### src/rtl/i2c_tgt_pkg.sv
package i2c_tgt_pkg;

    localparam int BYTE_W = 8;
    localparam int ADDR_W = 7;

    typedef enum logic [1:0] {
        ST_IDLE,
        ST_ADDR,
        ST_RX,
        ST_TX
    } tgt_state_e;

    // synchronized line levels and the events derived from them
    typedef struct packed {
        logic scl;
        logic sda;
        logic rise;
        logic fall;
        logic start;
        logic stop;
    } line_ev_t;

    function automatic logic addr_hit(input logic [BYTE_W-1:0] b,
                                      input logic [ADDR_W-1:0] a);
        return b[BYTE_W-1:1] == a;
    endfunction

endpackage

### src/rtl/i2c_tgt_lines.sv
module i2c_tgt_lines
    import i2c_tgt_pkg::*;
#(
    parameter int STAGES = 2
) (
    input  logic     clk,
    input  logic     rst,
    input  logic     scl_i,
    input  logic     sda_i,
    output line_ev_t ev
);

    logic [STAGES-1:0] scl_q, sda_q;
    logic              scl_d, sda_d;

    always_ff @(posedge clk) begin
        if (rst) begin
            scl_q <= '1;
            sda_q <= '1;
            scl_d <= 1'b1;
            sda_d <= 1'b1;
        end else begin
            scl_q <= {scl_q[STAGES-2:0], scl_i};
            sda_q <= {sda_q[STAGES-2:0], sda_i};
            scl_d <= scl_q[STAGES-1];
            sda_d <= sda_q[STAGES-1];
        end
    end

    always_comb begin
        ev.scl   = scl_q[STAGES-1];
        ev.sda   = sda_q[STAGES-1];
        ev.rise  = ev.scl & ~scl_d;
        ev.fall  = ~ev.scl & scl_d;
        ev.start = ev.scl & scl_d & sda_d & ~ev.sda;
        ev.stop  = ev.scl & scl_d & ~sda_d & ev.sda;
    end

    // a START needs the data line high in the cycle before
    a_r8_start_from_high: assert property (@(posedge clk) disable iff (rst)
        ev.start |-> $past(ev.sda));

endmodule

### src/rtl/i2c_tgt_fsm.sv
module i2c_tgt_fsm
    import i2c_tgt_pkg::*;
(
    input  logic              clk,
    input  logic              rst,
    input  line_ev_t          ev,
    input  logic [ADDR_W-1:0] own_addr,
    input  logic              stretch_en,
    input  logic              clk_release,
    input  logic              buf_rd,
    input  logic              tx_wr,
    input  logic [BYTE_W-1:0] tx_data,
    input  logic              ovf_clr,
    input  logic              irq_clr,
    output logic              scl_oe,
    output logic              sda_oe,
    output logic [BYTE_W-1:0] rx_byte,
    output logic              buf_full,
    output logic              ovf,
    output logic              rw_stat,
    output logic              irq
);

    localparam int CNT_W = $clog2(BYTE_W + 2);
    localparam logic [CNT_W-1:0] LAST_BIT = CNT_W'(BYTE_W);
    localparam logic [CNT_W-1:0] ACK_BIT  = CNT_W'(BYTE_W + 1);

    tgt_state_e        state;
    logic [CNT_W-1:0]  cnt;
    logic [BYTE_W-1:0] sh, rx_q;
    logic full_q, ovf_q, rw_q, irq_q, ack_drv, acked, mack, stretch;
    logic busy;

    assign busy = full_q | ovf_q;

    always_ff @(posedge clk) begin
        if (rst) begin
            state   <= ST_IDLE;
            cnt     <= '0;
            sh      <= '0;
            rx_q    <= '0;
            full_q  <= 1'b0;
            ovf_q   <= 1'b0;
            rw_q    <= 1'b0;
            irq_q   <= 1'b0;
            ack_drv <= 1'b0;
            acked   <= 1'b0;
            mack    <= 1'b0;
            stretch <= 1'b0;
        end else begin
            if (buf_rd)      full_q  <= 1'b0;
            if (ovf_clr)     ovf_q   <= 1'b0;
            if (irq_clr)     irq_q   <= 1'b0;
            if (clk_release) stretch <= 1'b0;
            if (tx_wr && state == ST_TX) sh <= tx_data;

            if (ev.start) begin
                state   <= ST_ADDR;
                cnt     <= '0;
                ack_drv <= 1'b0;
                stretch <= 1'b0;
            end else if (ev.stop) begin
                state   <= ST_IDLE;
                cnt     <= '0;
                ack_drv <= 1'b0;
                stretch <= 1'b0;
            end else if (ev.rise) begin
                if (state == ST_ADDR || state == ST_RX) begin
                    if (cnt < LAST_BIT) sh <= {sh[BYTE_W-2:0], ev.sda};
                    cnt <= cnt + 1'b1;
                end else if (state == ST_TX && cnt == LAST_BIT) begin
                    mack <= ev.sda;
                end
            end else if (ev.fall) begin
                case (state)
                    ST_ADDR, ST_RX: begin
                        if (cnt == LAST_BIT) begin
                            if (state == ST_ADDR && !addr_hit(sh, own_addr)) begin
                                state <= ST_IDLE;
                            end else begin
                                if (state == ST_ADDR) rw_q <= sh[0];
                                acked <= ~busy;
                                if (busy) begin
                                    ovf_q <= 1'b1;
                                end else begin
                                    rx_q    <= sh;
                                    full_q  <= 1'b1;
                                    ack_drv <= 1'b1;
                                end
                            end
                        end else if (cnt == ACK_BIT) begin
                            ack_drv <= 1'b0;
                            cnt     <= '0;
                            irq_q   <= 1'b1;
                            if (!acked) begin
                                state <= ST_IDLE;
                            end else if (state == ST_ADDR) begin
                                state   <= rw_q ? ST_TX : ST_RX;
                                stretch <= rw_q | stretch_en;
                            end else begin
                                stretch <= stretch_en;
                            end
                        end
                    end
                    ST_TX: begin
                        if (cnt == LAST_BIT) begin
                            cnt   <= '0;
                            irq_q <= 1'b1;
                            if (mack) begin
                                state <= ST_IDLE;
                                rw_q  <= 1'b0;
                            end else begin
                                stretch <= 1'b1;
                            end
                        end else begin
                            if (cnt < LAST_BIT - 1'b1) sh <= {sh[BYTE_W-2:0], 1'b0};
                            cnt <= cnt + 1'b1;
                        end
                    end
                    default: ;
                endcase
            end
        end
    end

    assign sda_oe   = ack_drv | (state == ST_TX && cnt < LAST_BIT && !sh[BYTE_W-1]);
    assign scl_oe   = stretch;
    assign rx_byte  = rx_q;
    assign buf_full = full_q;
    assign ovf      = ovf_q;
    assign rw_stat  = rw_q;
    assign irq      = irq_q;

    // the interrupt flag is sticky until the host clears it
    a_r4_irq_sticky: assert property (@(posedge clk) disable iff (rst)
        irq_q && !irq_clr |=> irq_q);

    // a stretch lasts until release or a bus condition
    a_r5_stretch_hold: assert property (@(posedge clk) disable iff (rst)
        stretch && !clk_release && !ev.start && !ev.stop |=> stretch);

    // an unread buffer is never overwritten
    a_r3_buf_frozen: assert property (@(posedge clk) disable iff (rst)
        !$stable(rx_q) |-> !$past(full_q));

    // data output only moves while the synchronized clock is low
    a_r6_sda_low_phase: assert property (@(posedge clk) disable iff (rst)
        !$stable(sda_oe) && !$past(ev.start) && !$past(ev.stop) |-> !$past(ev.scl));

endmodule

### src/rtl/i2c_tgt.sv
module i2c_tgt
    import i2c_tgt_pkg::*;
#(
    parameter int SYNC_STAGES = 2
) (
    input  logic        clk,
    input  logic        rst,
    input  logic        scl_i,
    input  logic        sda_i,
    output logic        scl_oe,
    output logic        sda_oe,
    input  logic [6:0]  own_addr,
    input  logic        stretch_en,
    input  logic        clk_release,
    input  logic        buf_rd,
    input  logic        tx_wr,
    input  logic [7:0]  tx_data,
    input  logic        ovf_clr,
    input  logic        irq_clr,
    output logic [7:0]  rx_byte,
    output logic        buf_full,
    output logic        ovf,
    output logic        rw_stat,
    output logic        irq
);

    line_ev_t ev;

    i2c_tgt_lines #(.STAGES(SYNC_STAGES)) u_lines (
        .clk   (clk),
        .rst   (rst),
        .scl_i (scl_i),
        .sda_i (sda_i),
        .ev    (ev)
    );

    i2c_tgt_fsm u_fsm (
        .clk         (clk),
        .rst         (rst),
        .ev          (ev),
        .own_addr    (own_addr),
        .stretch_en  (stretch_en),
        .clk_release (clk_release),
        .buf_rd      (buf_rd),
        .tx_wr       (tx_wr),
        .tx_data     (tx_data),
        .ovf_clr     (ovf_clr),
        .irq_clr     (irq_clr),
        .scl_oe      (scl_oe),
        .sda_oe      (sda_oe),
        .rx_byte     (rx_byte),
        .buf_full    (buf_full),
        .ovf         (ovf),
        .rw_stat     (rw_stat),
        .irq         (irq)
    );

endmodule

### config.mk
export PLATFORM = sky130hd
export DESIGN_NAME = i2c_tgt
export DESIGN_NICKNAME = d
export VERILOG_FILES = /design/src/rtl/i2c_tgt_pkg.sv /design/src/rtl/i2c_tgt_lines.sv /design/src/rtl/i2c_tgt_fsm.sv /design/src/rtl/i2c_tgt.sv
export SDC_FILE = /design/constraint.sdc
export NUM_CORES = 1
export LEC_CHECK = 0
export ABC_AREA = 0
export BUFFER_PORTS_ARGS = -buffer_cell sky130_fd_sc_hd__buf_2
export CAP_MARGIN = 40
export CORE_MARGIN = 5
export CORE_UTILIZATION = 30
export DETAILED_ROUTE_END_ITERATION = 6
export GPL_TIMING_DRIVEN = 0
export PLACE_DENSITY = 0.46
export SLEW_MARGIN = 40
export SYNTH_ARGS = -nofsm -noshare
export SYNTH_HDL_FRONTEND = slang
export SYNTH_SLANG_ARGS = --single-unit
### constraint.sdc
create_clock -name clk -period 4.3 [get_ports clk]
set_input_delay 0.43 -clock clk [delete_from_list [all_inputs] [get_ports clk]]
set_output_delay 0.43 -clock clk [all_outputs]
set_load 0.02 [all_outputs]
; Word level (Yosys, flattened, before mapping)
; Index checks and enable logic that the tools add are counted.
[totals]
regBits = 36
in_bits = 25
out_inout_bits = 14
wordCells = 166
[classes]
addsub = 1
n_lt_le_gt_ge = 2
n_eq_ne = 25
n_mux = 77
n_bitwise = 20
n_reduce_logical = 24
[ops]
columns = operator, n
row1 = two-way mux 8 bit, 10
row2 = two-way mux 1 bit, 49
row3 = two-way mux 4 bit, 6
row4 = AND reduction 8 bit, 3
row5 = two-way mux 2 bit, 7
row6 = != test 2 x 1 -> 1 bit (second input constant), 5
row7 = NOT 1 bit, 10
row8 = AND reduction 10 bit, 1
row9 = AND reduction 5 bit, 2
row10 = != test 3 bit (second input constant), 3
row11 = == test 4 bit (second input constant), 2
row12 = != test 4 x 3 -> 1 bit (second input constant), 2
row13 = one-hot mux 4 bit (2 select lines), 1
row14 = AND 1 bit, 7
row15 = == test 7 bit, 1
row16 = AND reduction 7 bit, 1
row17 = != test 2 bit (second input constant), 3
row18 = != test 6 bit (second input constant), 1
row19 = one-hot mux 1 bit (2 select lines), 3
row20 = AND reduction 6 bit, 1
row21 = nonzero test 2 bit, 3
row22 = nonzero test 3 bit, 2
row23 = logical AND 1 bit, 5
row24 = != test 5 x 3 -> 1 bit (second input constant), 1
row25 = other kinds (16), 20

; Longest topological paths before layout
; Gate-level depths: netlist (run 1).
[logic_depth]
depth_word = 10
ltp_mapped = 8

; By module
; From an unflattened synthesis (run 1), not the netlist that was laid out.
[unflattened]
hier_cells = 223
area_unflattened_um2 = 1996.9
[by_module_without_submodules]
columns = mod, instances, cells_each, area_each_um2
row1 = i2c_tgt_fsm, 1, 205, 1791.7
row2 = i2c_tgt_lines, 1, 18, 205.2

; Worst setup path after synthesis (run 1)
; OpenSTA, ideal clock, no wires.
[synth_path]
kind = reg2reg
start = register u_fsm.state[0]
end = register u_fsm.rx_q[0] (netlist: u_fsm.rx_byte[0])
setup_ns = 0.121
arrival_ns = 1.724
required_time_ns = 4.179
path_slack_ns = 2.455
stages_incl_launch_ff = 8
n_path_buf = 1
period_less_slack_ns = 1.845
path_cell_list = dfxtp_1 inv_1 ha_1 clkbuf_1 nand2_1 nor2_1 nand3_2 mux2i_1
[synth_via]
elab_chain_cells = 4
[synth_rtl]
columns = item, line_no
row1 = from (decl), i2c_tgt_fsm.sv:28  ; tgt_state_e state;
row2 = from (signal assigned), i2c_tgt_fsm.sv:98  ; state <= rw_q ? ST_TX : ST_RX;
row3 = == test 2 x 1 -> 1 bit, "i2c_tgt_fsm.sv:75, i2c_tgt_fsm.sv:78"
row4 = logical AND 1 bit, i2c_tgt_fsm.sv:78  ; if (state == ST_ADDR && !addr_hit(sh, own_addr)) begin
row5 = NOT 1 bit (no line), -
row6 = AND reduction 8 bit (no line) (*), -
row7 = to (signal assigned), i2c_tgt_fsm.sv:86  ; rx_q <= sh;
row8 = to (decl), i2c_tgt_fsm.sv:30  ; logic [BYTE_W-1:0] sh, rx_q;
; Mark *: on every way between the ends. The rest lies on a longest branch, timed or not.
; A chain may end at the register's enable or synchronous reset.

; Worst setup path in the final report (run 1)
[layout_path]
start = register u_fsm.state[0]
end = output port sda_oe
[layout_via]
elab_chain_cells = 4
[layout_rtl]
columns = item, line_no
row1 = == test 2 bit, i2c_tgt_fsm.sv:126  ; assign sda_oe = ack_drv | (state == ST_TX && cnt < LAST_BIT && !sh[BYTE_W-1]);
row2 = logical AND 1 bit (2 in series), i2c_tgt_fsm.sv:126
row3 = bitwise OR 1 bit, i2c_tgt_fsm.sv:126
row4 = to (decl), i2c_tgt.sv:11  ; output logic sda_oe,
; Every way passes these cells.

==> metrics.md, run 1 <==
| Metric | Value |
|---|---|
| Number of synthesized flops with an enable pin | `0` |
| Core box area | `6310 sq um` |
| CP Max Fanout | `10` |
| Crit end category | `output port` |
| Die area | `8180 sq um` |
| GPL Wtd Cong | `0.782` |
| Reg2reg path depth | `7` |
| Fmax | `0.411 GHz` |
| Std-Cell Rows | `29` |
| Setup TNS | `0 ns` |
| Filler cells | `685` |
| Max_slew headroom | `0.537` |
| Peak VDD IR | `0.136 mV` |
| Syn_nets | `262` |
| Outcome | `finished clean` |
| Count leader, synth | `dfxtp_1` |
| RSZ-0062 raised after global routing | `false` |
| DRC errors left | `0` |
| Number of CTS-inserted buffers | `5` |
| CP required | `3.87 ns` |
| Worst-skew pair later-pin latency | `0.29 ns` |
| Worst hold path class | `primary input to flip-flop` |
| Fraction of registers with async set/reset | `0` |
| Root Buffer | `clkbuf_8` |
| Lkg Pwr | `0.000865 uW` |
| Pin count of the biggest net entering global routing | `12` |
| Hold_buf cts | `0` |
| Register Area | `721 sq um` |
| Setup ws final | `1.87 ns` |
| Area Overhead vs Synth | `18.9%` |
| Gate Count Post-Synth | `230` |
| Antenna-violating nets left | `0` |
| Setup Fix Bufs, Post-CTS | `0` |
| Port bufs | `37` |
| Total I/O pin count | `39` |
| Vias per Instance | `5.06` |
| Share of cells above drive strength 1 | `0.222` |
| Routed via count | `1,781` |
| Sink Count | `36` |
| Initial DRC Count | `75` |
| Multi-input gate area | `1170 sq um` |
| CTS tree | `yes` |
| Clock-pin slew of the registers on the worst-case setup and hold paths | `0.08 ns` |
| Max cap viols | `0` |
| Hpwl dp | `4.00 mm` |
| Hold Path Cell Cnt | `2` |
| Drt total wl | `5.38 mm` |
| Yosys top cell area share | `0.371` |
| GRT Overall Usage | `0.135` |
| Vias in the first global route | `1,819` |
| Fin util | `0.365` |
| Post-synthesis sequential area ratio | `0.371` |
| Synth warn | `0` |
| Crit Path Class | `flip-flop to output port` |
| Avg Cell Area, Syn | `8.44 sq um` |
| Worst slew pin tran | `0.685 ns` |
| Die height | `90.4 um` |
| Power Dens Cells | `268 nW/um^2` |
| Dominant cells by area after synthesis | `dfxtp_1 (37%), ha_1 (4.5%), a21oi_1 (4.4%), nand2_1 (4.3%), xnor2_1 (4.1%)` |
| Post-synth top cells | `dfxtp_1 (36), nand2_1 (22), nor2_1 (18)` |
| Crit path launch type | `flip-flop` |
| CTS Buffer Depth | `2` |
| Initial antenna violation count | `0` |
| Fin crit share | `0.566` |
| First-pass GRT wire length | `8.96 mm` |
| Die W | `90.4 um` |
| Flops & latches, synth | `36` |
| Final worst clock skew | `0.0102 ns` |
| Ant. Diodes | `0` |
| Fin nets | `306` |
| Tmin final | `2.43 ns` |
| Drt pass-1 iters | `4` |
| Worst EP arrival | `2.00 ns` |
| Worst hold margin | `0.311 ns` |
| Post-synth top area cell | `dfxtp_1` |
| Syn Std Cell Area | `1940 sq um` |
| Htree depth | `2` |
| Starting Density | `0.307` |
| Gates resized, CTS repair | `0` |
| Fin. Hold Viols | `0` |
| Total grt overflow | `0` |
| Synth cell types | `50` |
| Final Slew Violations | `0` |
| Main flop type after synthesis | `dfxtp_1` |
| Per-cell routed wire length | `15.3 um` |
| Post-place setup slack | `2.02 ns` |
| Endpoints failing setup | `0` |
==> power by group <==
group | switching (uW) | internal [uW]
Combinational | 19.6 | 16.7
Sequential | 2.44 | 336
Clock | 127 | 116
==> cells by family (layout without fill, tap and decap cells) <==
group                    after synthesis  after routing  synth area share
multiplexers                           5              5            0.0264
buffers and inverters                 13             58            0.0258
AO/OA/AOI/OAI                         58             58             0.201
flip-flops                            36             36             0.371
XOR/XNOR                              10             10            0.0451
AND/OR/NAND/NOR                      101            101             0.285
adder cells (fa/ha/maj)                7              7            0.0451
==> cell type report <==
| cell class | instances | share of cell area |
|---|---|---|
| flip-flops and latches | 36 | 0.312 |
| well taps | 77 | 0.0418 |
| clock inverters | 1 | 0.00380 |
| clock buffers | 7 | 0.0331 |
| inverters | 5 | 0.00813 |
| multi-input cells | 181 | 0.507 |
| repair buffers | 37 | 0.0803 |
| plain buffers | 8 | 0.0136 |
==> metal layers <==
layer,vias to the layer above,track usage,wire length [um]
met2,29,0.210,2400
met1,824,0.184,2730
li1,920,-,-
met4,0,0.0447,82
met5,-,0,0
met3,8,0.0308,162
==> through the flow <==
step | power, uW | cells | area [sq um]
final | 618 | 352 | 2310
after global routing | 650 | 352 | 2310
after CTS | 627 | 352 | 2310
after detailed placement | 382 | 344 | 2220
after global placement | 383 | 344 | 2220
after floorplan | 364 | 230 | 1940
==> sequential cells by signal, summed over array words and instances, names as in the netlist <==
signal,flops
u_fsm.irq,1
u_fsm.buf_full,1
u_fsm.rx_byte,8
u_lines.scl_d,1
u_fsm.ovf,1
u_lines.scl_q,2
u_fsm.scl_oe,1
u_fsm.cnt,4
u_lines.sda_q,2
u_fsm.acked,1
u_lines.sda_d,1
u_fsm.sh,8
u_fsm.rw_stat,1
u_fsm.mack,1
u_fsm.state,2
u_fsm.ack_drv,1
==> worst max-delay path, cell delays in order (launching register included) <==
cell      delay [ns]
dfxtp_1         0.39
ha_1            0.17
clkbuf_1        0.36
buf_1           0.45
a21o_1          0.19
buf_2           0.16
==> placed cells by master (no fill, tap or decap), types with 3 or more instances in the layout <==
master / n
a21oi_1: 17
inv_1: 5
mux2i_1: 4
a31oi_1: 3
nor2b_1: 3
nand4_1: 6
xnor2_1: 9
or2_2: 9
ha_1: 7
clkbuf_8: 5
clkbuf_1: 8
nand2b_1: 6
nor2_1: 18
buf_2: 38
dfxtp_1: 36
and2_1: 4
a21o_1: 3
nand2_1: 22
nand3_1: 15
a311oi_1: 7
o31ai_1: 5
o21ai_0: 7
==> final timing paths <==
check | start | slack [ns] | to
max | u_fsm.state[0]$_SDFFE_PP0P_ | 1.87 | sda_oe
min | sda_i | 0.31 | u_lines.sda_q[0]$_SDFF_PP1_
max reg2reg | u_fsm.state[0]$_SDFFE_PP0P_ | 2.01 | u_fsm.rx_byte[0]$_SDFFE_PP0P_
min reg2reg | u_lines.sda_q[0]$_SDFF_PP1_ | 0.41 | u_lines.sda_q[1]$_SDFF_PP1_
Note: power is estimated with default switching activity, not from simulation.
==> inputs of run 2 (changes only) <==
==> constraint.sdc (replaced) <==
create_clock -name clk -period 2.4 [get_ports clk]
set_input_delay 0.24 -clock clk [delete_from_list [all_inputs] [get_ports clk]]
set_output_delay 0.24 -clock clk [all_outputs]
set_load 0.02 [all_outputs]
==> metrics.md, run 2 (synthesized netlist as in run 1, its figures left out) <==
| Metric | Value |
|---|---|
| Die area | `8180 sq um (unchanged)` |
| Pin count of the biggest net entering global routing | `12 (unchanged)` |
| Reg2reg path depth | `7 (unchanged)` |
| Lkg Pwr | `0.000864 uW (-0.14%)` |
| Fin crit share | `0.934` |
| DRC errors left | `0 (unchanged)` |
| Routed via count | `1,782 (+0.056%)` |
| Max cap viols | `0 (unchanged)` |
| Clock-pin slew of the registers on the worst-case setup and hold paths | `0.08 ns (about the same)` |
| Std-Cell Rows | `29 (unchanged)` |
| Int Power | `839 uW (+79%)` |
| Hold Path Cell Cnt | `2 (unchanged)` |
| CP Depth | `5 (unchanged)` |
| Core box area | `6310 sq um (unchanged)` |
| GRT Overall Usage | `0.135 (unchanged)` |
| Crit path launch type | `flip-flop` |
| Filler cells | `684 (-0.15%)` |
| Total I/O pin count | `39 (unchanged)` |
| CP Buf/Inv Count | `3 (unchanged)` |
| Slowest-stage cell, CP | `buf_1` |
| Vias in the first global route | `1,819 (unchanged)` |
| Peak VDD IR | `0.243 mV (+79%)` |
| Most frequent cells in the layout | `buf_2 (38), dfxtp_1 (36), nand2_1 (22)` |
| Net Sw Power | `268 uW (+79%)` |
| Port bufs | `37 (unchanged)` |
| Root Buffer | `clkbuf_8` |
| Hpwl dp | `4.00 mm (unchanged)` |
| Gates resized, CTS repair | `0 (unchanged)` |
| GPL Wtd Cong | `0.782 (unchanged)` |
| Area Overhead vs Synth | `18.7%` |
| Placed Instances | `344 (unchanged)` |
| Final worst clock skew | `0.0106 ns (+0.000378 ns)` |
| Setup Fix Bufs, Post-CTS | `0 (unchanged)` |
| Starting Density | `0.307 (unchanged)` |
| Worst hold margin | `0.121 ns (-0.190 ns)` |
| Final Slew Violations | `0 (unchanged)` |
| RSZ-0062 raised after global routing | `false` |
| Vias per Instance | `5.08 (+0.34%)` |
| CP peak stage delay | `0.45 ns (about the same)` |
| Commonest non-fill, non-tap cell in the layout | `buf_2` |
| Seq pwr share | `0.547 (about the same)` |
| Power share of the clock group | `0.394 (about the same)` |
| Worst hold path class | `primary input to flip-flop` |
| Initial antenna violation count | `0 (unchanged)` |
| Initial DRC Count | `87 (+16%)` |
| Number of CTS-inserted buffers | `5 (unchanged)` |
| Crit Path Class | `flip-flop to output port` |
| Hold_buf cts | `0 (unchanged)` |
| Fmax | `0.446 GHz` |
| Crit end category | `output port` |
| Outcome | `finished clean` |
| Drt total wl | `5.35 mm (-0.50%)` |
| Worst EP arrival | `2.00 ns (about the same)` |
| Tmin final | `2.24 ns` |
| Htree depth | `2 (unchanged)` |
| Die height | `90.4 um (unchanged)` |
| Ant. Diodes | `0 (unchanged)` |
| Max_slew headroom | `0.533 (-0.00378)` |
| CP Max Fanout | `10 (unchanged)` |
| Fin nets | `305 (-0.33%)` |
| Sink Count | `36 (unchanged)` |
| Die W | `90.4 um (unchanged)` |
| Setup TNS | `0 ns (unchanged)` |
| Sw frac | `0.242 (about the same)` |
| First-pass GRT wire length | `8.96 mm (unchanged)` |
| Worst slew pin tran | `0.691 ns (+0.00559 ns)` |
| CP Cell Sequence | `ha_1, clkbuf_1, buf_1, a21o_1, buf_2` |
| Endpoints failing setup | `0 (unchanged)` |
| Fin. Hold Viols | `0 (unchanged)` |
| Antenna-violating nets left | `0 (unchanged)` |
| Share of cells above drive strength 1 | `0.223 (+0.000810)` |
| CP required | `2.16 ns (-1.71 ns)` |
| Per-cell routed wire length | `15.2 um (-0.22%)` |
| Finished Layout Cells | `351 (-0.28%)` |
| Total grt overflow | `0 (unchanged)` |
| Worst-skew pair later-pin latency | `0.29 ns (about the same)` |
| CTS tree | `yes` |
| Drt pass-1 iters | `4 (unchanged)` |
| Logic gate share of total power | `0.058 (about the same)` |
| CTS Buffer Depth | `2 (unchanged)` |
| Power Dens Cells | `480 nW/um^2 (+79%)` |
| Crit-path leading delay family | `buffers and inverters` |
run 2: cell type report:
type	count	area, sq um	share of cell area
clock buffer	7	76.3	0.0331
timing repair buffer	37	185	0.0804
sequential	36	721	0.313
inverter	5	18.8	0.00815
tap	77	96.3	0.0418
clock inverter	1	8.76	0.00380
buffer	7	27.5	0.0120
multi-input combinational	181	1170	0.508
run 2: power by group through the flow:
stage	sequential [uW]	clock, uW	combinational (uW)
after detailed placement	619	0	65.5
after global placement	619	0	65.9
after CTS	605	453	65.6
final	605	436	64.6
after global routing	607	484	72.7
after floorplan	618	0	33.6
run 2: path summary, 6_finish.rpt:
check                               from                           to  slack [ns]
max reg2reg  u_fsm.state[0]$_SDFFE_PP0P_   u_fsm.rw_stat$_SDFFE_PP0P_        0.28
min                                sda_i  u_lines.sda_q[0]$_SDFF_PP1_        0.12
max          u_fsm.state[0]$_SDFFE_PP0P_                       sda_oe        0.16
min reg2reg  u_lines.sda_q[0]$_SDFF_PP1_  u_lines.sda_q[1]$_SDFF_PP1_        0.41
run 2: routing by layer:
layer / share of wire / global-route usage / up-vias
li1: - / - / 919
met1: 0.51 / 0.184 / 826
met2: 0.44 / 0.210 / 29
met3: 0.030 / 0.0308 / 8
met4: 0.015 / 0.0447 / 0
met5: 0 / 0 / -
run 2: through the flow:
| step | utilization | worst slack [ns] | area, sq um | power [uW] |
|---|---|---|---|---|
| after floorplan | - | 0.555 | 1940 | 652 |
| after global placement | 0.352 | 0.0797 | 2220 | 685 |
| after CTS | 0.365 | 0.105 | 2310 | 1120 |
| final | 0.365 | 0.158 | 2300 | 1110 |
| after detailed placement | 0.352 | 0.122 | 2220 | 685 |
| after global routing | 0.365 | 0.0291 | 2300 | 1160 |
